**config.mk**
```make
export PLATFORM = sky130hd
export DESIGN_NAME = ascon_hash_ctrl
export DESIGN_NICKNAME = d
export VERILOG_FILES = /design/src/rtl/ascon_hash_pkg.sv /design/src/rtl/ascon_round.sv /design/src/rtl/ascon_lane_merge.sv /design/src/rtl/ascon_hash_ctrl.sv
export SDC_FILE = /design/constraint.sdc
export NUM_CORES = 2
export LEC_CHECK = 0
export ABC_AREA = 1
export ABC_CLOCK_PERIOD_IN_PS = 3200
export BUFFER_PORTS_ARGS = -buffer_cell sky130_fd_sc_hd__buf_2
export CAP_MARGIN = 10
export CORE_UTILIZATION = 35
export CTS_CLUSTER_SIZE = 14
export DETAILED_ROUTE_END_ITERATION = 16
export GPL_ROUTABILITY_DRIVEN = 0
export PLACE_DENSITY = 0.6
export SYNTH_ARGS = -nofsm -noshare
export SYNTH_HDL_FRONTEND = slang
export SYNTH_SLANG_ARGS = --single-unit
```
**constraint.sdc**
```tcl
create_clock -name clk -period 3.2 [get_ports clk]
set_input_delay 0.32 -clock clk [delete_from_list [all_inputs] [get_ports clk]]
set_output_delay 0.32 -clock clk [all_outputs]
set_load 0.005 [all_outputs]
```
**src/rtl/ascon_hash_pkg.sv**
```systemverilog
package ascon_hash_pkg;

    localparam int unsigned WORD_W       = 64;
    localparam int unsigned LANE_N       = WORD_W / 8;
    localparam int unsigned DIGEST_WORDS = 4;
    localparam int unsigned PERM_ROUNDS  = 12;
    localparam int unsigned FILL_W       = $clog2(LANE_N);
    localparam int unsigned SQZ_W        = $clog2(DIGEST_WORDS);
    localparam int unsigned RND_W        = 4;

    typedef logic [WORD_W-1:0] word_t;

    typedef struct packed {
        word_t x0;
        word_t x1;
        word_t x2;
        word_t x3;
        word_t x4;
    } state_t;

    typedef enum logic [2:0] {
        FS_INIT,
        FS_PERM,
        FS_ABSORB,
        FS_PADBLK,
        FS_SQUEEZE,
        FS_DONE
    } fsm_e;

    function automatic word_t rotr(input word_t x, input int unsigned n);
        return (x >> n) | (x << (WORD_W - n));
    endfunction

    function automatic logic [7:0] round_const(input logic [RND_W-1:0] i);
        return {4'hf - i, i};
    endfunction

endpackage

```
**src/rtl/ascon_round.sv**
```systemverilog
module ascon_round
    import ascon_hash_pkg::*;
(
    input  state_t                 s_in,
    input  logic [RND_W-1:0]       rnd,
    output state_t                 s_out
);

    word_t a2;
    word_t b0, b2, b4;
    word_t t0, t1, t2, t3, t4;
    word_t c0, c1, c2, c3, c4;
    word_t d0, d1, d2, d3, d4;

    always_comb begin
        // constant injection
        a2 = s_in.x2 ^ {{(WORD_W-8){1'b0}}, round_const(rnd)};
        // substitution layer, bit-sliced
        b0 = s_in.x0 ^ s_in.x4;
        b4 = s_in.x4 ^ s_in.x3;
        b2 = a2 ^ s_in.x1;
        t0 = ~b0 & s_in.x1;
        t1 = ~s_in.x1 & b2;
        t2 = ~b2 & s_in.x3;
        t3 = ~s_in.x3 & b4;
        t4 = ~b4 & b0;
        c0 = b0 ^ t1;
        c1 = s_in.x1 ^ t2;
        c2 = b2 ^ t3;
        c3 = s_in.x3 ^ t4;
        c4 = b4 ^ t0;
        d1 = c1 ^ c0;
        d0 = c0 ^ c4;
        d3 = c3 ^ c2;
        d2 = ~c2;
        d4 = c4;
        // linear diffusion
        s_out.x0 = d0 ^ rotr(d0, 19) ^ rotr(d0, 28);
        s_out.x1 = d1 ^ rotr(d1, 61) ^ rotr(d1, 39);
        s_out.x2 = d2 ^ rotr(d2, 1)  ^ rotr(d2, 6);
        s_out.x3 = d3 ^ rotr(d3, 10) ^ rotr(d3, 17);
        s_out.x4 = d4 ^ rotr(d4, 7)  ^ rotr(d4, 41);
    end

endmodule

```
**src/rtl/ascon_lane_merge.sv**
```systemverilog
module ascon_lane_merge #(
    parameter int unsigned LANES = 8,
    localparam int unsigned CW   = $clog2(LANES)
) (
    input  logic [8*LANES-1:0] held_w,
    input  logic [CW-1:0]      fill,
    input  logic [7:0]         byte_in,
    input  logic               put_byte,
    input  logic               put_pad,
    output logic [8*LANES-1:0] merged
);

    logic [CW:0] pad_pos;

    assign pad_pos = put_byte ? ({1'b0, fill} + 1'b1) : {1'b0, fill};

    for (genvar k = 0; k < LANES; k++) begin : g_lane
        logic [7:0] data_part;
        logic [7:0] pad_part;
        assign data_part = (put_byte && fill == CW'(k)) ? byte_in : 8'h00;
        assign pad_part  = (put_pad && pad_pos == (CW+1)'(k)) ? 8'h01 : 8'h00;
        assign merged[8*k +: 8] = held_w[8*k +: 8] | data_part | pad_part;
    end

endmodule

```
**src/rtl/ascon_hash_ctrl.sv**
```systemverilog
module ascon_hash_ctrl
    import ascon_hash_pkg::*;
#(
    parameter word_t INIT_WORD = 64'h0000080100cc0002
) (
    input  logic                           clk,
    input  logic                           rst,
    input  logic                           in_valid,
    output logic                           in_ready,
    input  logic [7:0]                     in_data,
    input  logic                           in_last,
    input  logic                           in_void,
    output logic                           done,
    output logic [DIGEST_WORDS*WORD_W-1:0] digest
);

    fsm_e                           fsm_q, ret_q;
    state_t                         st_q, st_next;
    word_t                          buf_q, merged;
    logic [FILL_W-1:0]              cnt_q;
    logic [RND_W-1:0]               rnd_q;
    logic [SQZ_W-1:0]               sqz_q;
    logic [DIGEST_WORDS*WORD_W-1:0] dig_q;
    logic                           fire, full;

    assign in_ready = (fsm_q == FS_ABSORB);
    assign done     = (fsm_q == FS_DONE);
    assign digest   = dig_q;
    assign fire     = in_valid && in_ready;
    assign full     = !in_void && (cnt_q == FILL_W'(LANE_N - 1));

    ascon_round u_round (
        .s_in  (st_q),
        .rnd   (rnd_q),
        .s_out (st_next)
    );

    ascon_lane_merge #(.LANES(LANE_N)) u_merge (
        .held_w   (buf_q),
        .fill     (cnt_q),
        .byte_in  (in_data),
        .put_byte (fire && !in_void),
        .put_pad  (fire && in_last && !full),
        .merged   (merged)
    );

    always_ff @(posedge clk) begin
        if (rst) begin
            fsm_q <= FS_INIT;
            ret_q <= FS_ABSORB;
            st_q  <= '0;
            buf_q <= '0;
            cnt_q <= '0;
            rnd_q <= '0;
            sqz_q <= '0;
            dig_q <= '0;
        end else begin
            case (fsm_q)
                FS_INIT: begin
                    st_q    <= '0;
                    st_q.x0 <= INIT_WORD;
                    buf_q   <= '0;
                    cnt_q   <= '0;
                    sqz_q   <= '0;
                    rnd_q   <= '0;
                    ret_q   <= FS_ABSORB;
                    fsm_q   <= FS_PERM;
                end
                FS_PERM: begin
                    st_q  <= st_next;
                    rnd_q <= rnd_q + 1'b1;
                    if (rnd_q == RND_W'(PERM_ROUNDS - 1)) begin
                        fsm_q <= ret_q;
                    end
                end
                FS_ABSORB: begin
                    if (fire) begin
                        if (in_last) begin
                            st_q.x0 <= st_q.x0 ^ merged;
                            buf_q   <= '0;
                            cnt_q   <= '0;
                            rnd_q   <= '0;
                            ret_q   <= full ? FS_PADBLK : FS_SQUEEZE;
                            fsm_q   <= FS_PERM;
                        end else if (!in_void) begin
                            if (full) begin
                                st_q.x0 <= st_q.x0 ^ merged;
                                buf_q   <= '0;
                                cnt_q   <= '0;
                                rnd_q   <= '0;
                                ret_q   <= FS_ABSORB;
                                fsm_q   <= FS_PERM;
                            end else begin
                                buf_q <= merged;
                                cnt_q <= cnt_q + 1'b1;
                            end
                        end
                    end
                end
                FS_PADBLK: begin
                    st_q.x0 <= st_q.x0 ^ word_t'(1);
                    rnd_q   <= '0;
                    ret_q   <= FS_SQUEEZE;
                    fsm_q   <= FS_PERM;
                end
                FS_SQUEEZE: begin
                    dig_q[WORD_W*sqz_q +: WORD_W] <= st_q.x0;
                    if (sqz_q == SQZ_W'(DIGEST_WORDS - 1)) begin
                        sqz_q <= '0;
                        fsm_q <= FS_DONE;
                    end else begin
                        sqz_q <= sqz_q + 1'b1;
                        rnd_q <= '0;
                        ret_q <= FS_SQUEEZE;
                        fsm_q <= FS_PERM;
                    end
                end
                FS_DONE: begin
                    if (in_valid) begin
                        fsm_q <= FS_INIT;
                    end
                end
                default: fsm_q <= FS_INIT;
            endcase
        end
    end

    // the cycle after reset release shows neither ready nor done
    assert_reset_quiet_R1: assert property (@(posedge clk) disable iff (rst)
        $past(rst) |-> (!done && !in_ready));

    // round index never leaves the 12-round window while permuting
    assert_round_window_R2: assert property (@(posedge clk) disable iff (rst)
        (fsm_q == FS_PERM) |-> (rnd_q < RND_W'(PERM_ROUNDS)));

    // each squeeze except the last is followed by a permutation
    assert_squeeze_perm_R6: assert property (@(posedge clk) disable iff (rst)
        (fsm_q == FS_SQUEEZE && sqz_q != SQZ_W'(DIGEST_WORDS - 1)) |=> (fsm_q == FS_PERM));

    // accepting a full block stalls the stream at once
    assert_full_stall_R7: assert property (@(posedge clk) disable iff (rst)
        (fire && full) |=> !in_ready);

    // completed digest holds while no beat is offered
    assert_done_hold_R8: assert property (@(posedge clk) disable iff (rst)
        (done && !in_valid) |=> (done && $stable(digest)));

    // done and ready are never high together
    assert_done_not_ready_R8: assert property (@(posedge clk) disable iff (rst)
        !(done && in_ready));

endmodule

```
==> results.ini <==
[worst_setup_path]
worstSetupStartpointType=flip-flop
critPathCaptureType=flip-flop
worst_ep_required_time_ns=3.71
cp_max_fo=5
cp_cell_sequence=xor2_1 -> ha_1 -> xor2_1 -> buf_4 -> xnor2_1 -> xor2_1 -> or2_2 -> nand3_1 -> a21oi_1
critPathTopFamily=XOR/XNOR gates
crit_path_frequent_cell=xor2_1
cpMaxStageDelayCell=xnor2_1
critical_path_class=reg -> reg
cpPeakStageDelay_ns=0.72
cp.buffers_inverters=1
worstPathArrival_ns=3.52

[grt]
grt-ovfl-total=0
antenna_found_initial=12
grt_pass1_vias=40620
grt_max_degree=191
grt_use_total=0.3087
grt_pass1_wl_mm=277.5

[sta]
maxSlewViolCount=0
fin_tns_setup_ns=0
fin_crit_sh=0.9383
max_freq_mhz=333.1
fin_crit_ns=3.003
finalSetupViolCount=0
rsz0062_at_grt=false
tightest_slew_ns=1.055
slew_headroom=0.2966
hold_violations=0
skew_ns=0.02950

[cts]
clockBufferDepth=3
cts.clk_slew.worst_paths_ns=0.06
post_cts_buffers=0
root_buffer=clkbuf_16
clkLatencyLatePin_ns=0.69
htreeDepth=3
cts_tree=done
cts_num_sinks=655
cts_buffers=81
cts-resized-gates=0

[routing]
viasPerCell=5.400
vias=47370
postRouteAntennaNets=0
first_pass_iters=8
wl_mm=196.2
routedWlPerCell_um=22.36
route.detailed.drc=0
dr.first_iter.drc_count=6455

[synth]
synth_warnings=0
netlist_area_um2=42470
synth-seq-cells=655
ys_seq_area_frac=0.3088
avgSynthCellArea_um2=6.352
syn_inst=6686
synth_nets=6840
yosysUniqueCellTypes=36

[die]
die_h_um=350.3
start_util=0.3535
placementRows=127
dieArea_um2=122700
io_pins=271
core_um2=120100
die-width_um=350.3

[flow_run]
cap_viol_max_count=0

[layout]
final_common_cell=nand2_1
drive_above_1_share=0.1149
layout_common_cells=nand2_1 (2136), a21oi_1 (849), dfxtp_1 (654), inv_1 (639), nand3_1 (449)
area_growth_pct=18.15
fill_cells=12680
fin_nets=7250

[place]
io_buffers=270
post-dp-hpwl_mm=152.8

[run_status]
status=completed

[min_path]
min_path_type=in -> reg

-- final cells by class --
type                       instances  area [um2]  area share
sequential                       655       13110      0.2614
clock buffer                     115        2235     0.04454
antenna                            3       7.507   0.0001496
tap                             1612        2017     0.04020
multi-input combinational       5124       25980      0.5179
inverter                         650        2445     0.04873
timing repair buffer             584        3949     0.07870
clock inverter                    28       425.4    0.008478
-- final timing paths --
check	start	end	slack, ns	cells after the start
worst min register to register	buf_q[48]	buf_q[48]	0.46	2
worst max-delay path	rnd_q[3]	st_q[121]	0.20	9
worst min-delay path	rst	digest[122]	0.02	2
worst max register to register	rnd_q[3]	st_q[121]	0.20	9
-- kinds of logic (layout without fill, tap and decap cells) --
group | count (synthesis) | in the layout | share of synthesized area
other | 0 | 3 | 0
and+or+nand+nor | 3315 | 3315 | 0.3280
xor gates and xnor gates | 464 | 464 | 0.09623
AOI/OAI and AO/OA | 1204 | 1204 | 0.1446
adders and majority gates | 141 | 141 | 0.04154
buffers and inverters | 907 | 1377 | 0.08082
DFF | 655 | 655 | 0.3088
-- flip-flops by register name, indices dropped and copies added, names as in the netlist --
| signal | count |
|---|---|
| rnd_q | 4 |
| fsm_q | 3 |
| sqz_q | 2 |
| cnt_q | 3 |
| buf_q | 64 |
| digest | 256 |
| st_q | 320 |
| ret_q | 3 |
-- synth_stat cells, drive strengths merged --
master	number	area (um2)
nand2	2147	8074
a21oi	850	4258
dfxtp	655	13110
inv	650	2440
nand3	451	2267
o21ai	310	1551
nor2	283	1090
xor2	250	2190
clkbuf	224	840.8
xnor2	214	1897
nor3	210	1051
ha	141	1764
or2	87	544.3
or3	64	400.4
buf	33	151.4
nand3b	32	240.2
nand2b	27	168.9
o21bai	26	195.2
a21o	14	105.1
nand4	12	75.07
a211oi	1	7.510
a311oi	1	8.760
nor3b	1	7.510
nor4	1	12.51
o211ai	1	7.510
o31ai	1	7.510
-- through the flow --
| step | instances | worst slack (ns) | hold WS, ns | area (um2) | util |
|---|---|---|---|---|---|
| 6_report | 8771 | 0.1975 | 0.02211 | 50180 | 0.4177 |
| 5_1_grt | 8768 | 0.1457 | 0.05103 | 50170 | 0.4176 |
| 4_1_cts | 8768 | 0.3361 | 0.01172 | 50170 | 0.4176 |
| 3_5_place_dp | 8623 | 0.3739 | 0.4528 | 47490 | 0.3953 |
| 3_3_place_gp | 8623 | 0.3683 | 0.4480 | 47490 | 0.3953 |
| 2_1_floorplan | 6686 | 0.6987 | 0.4411 | 42470 | - |
-- worst register-to-register path: stages, from the launching register on --
cell	delay [ns]
dfxtp_1	0.65
xor2_1	0.24
ha_1	0.27
xor2_1	0.15
buf_4	0.17
xnor2_1	0.72
xor2_1	0.17
or2_2	0.32
nand3_1	0.08
a21oi_1	0.07
-- per-layer routing --
metal,global-route usage,vias to the layer above,part of all wire
met4,0.2024,12,0.077
met2,0.4408,2657,0.40
li1,-,22380,-
met5,0,-,0.00045
met1,0.4018,21760,0.40
met3,0.08928,554,0.13
-- what timing repair did --
item	4_1_cts	5_1_grt
hold buffers	2	0
endpoints found under the setup margin	0	0
hold endpoints to repair	2	0
Power is not shown: default switching activity piles up to over one toggle a cycle in this logic, so the estimate is an artifact.
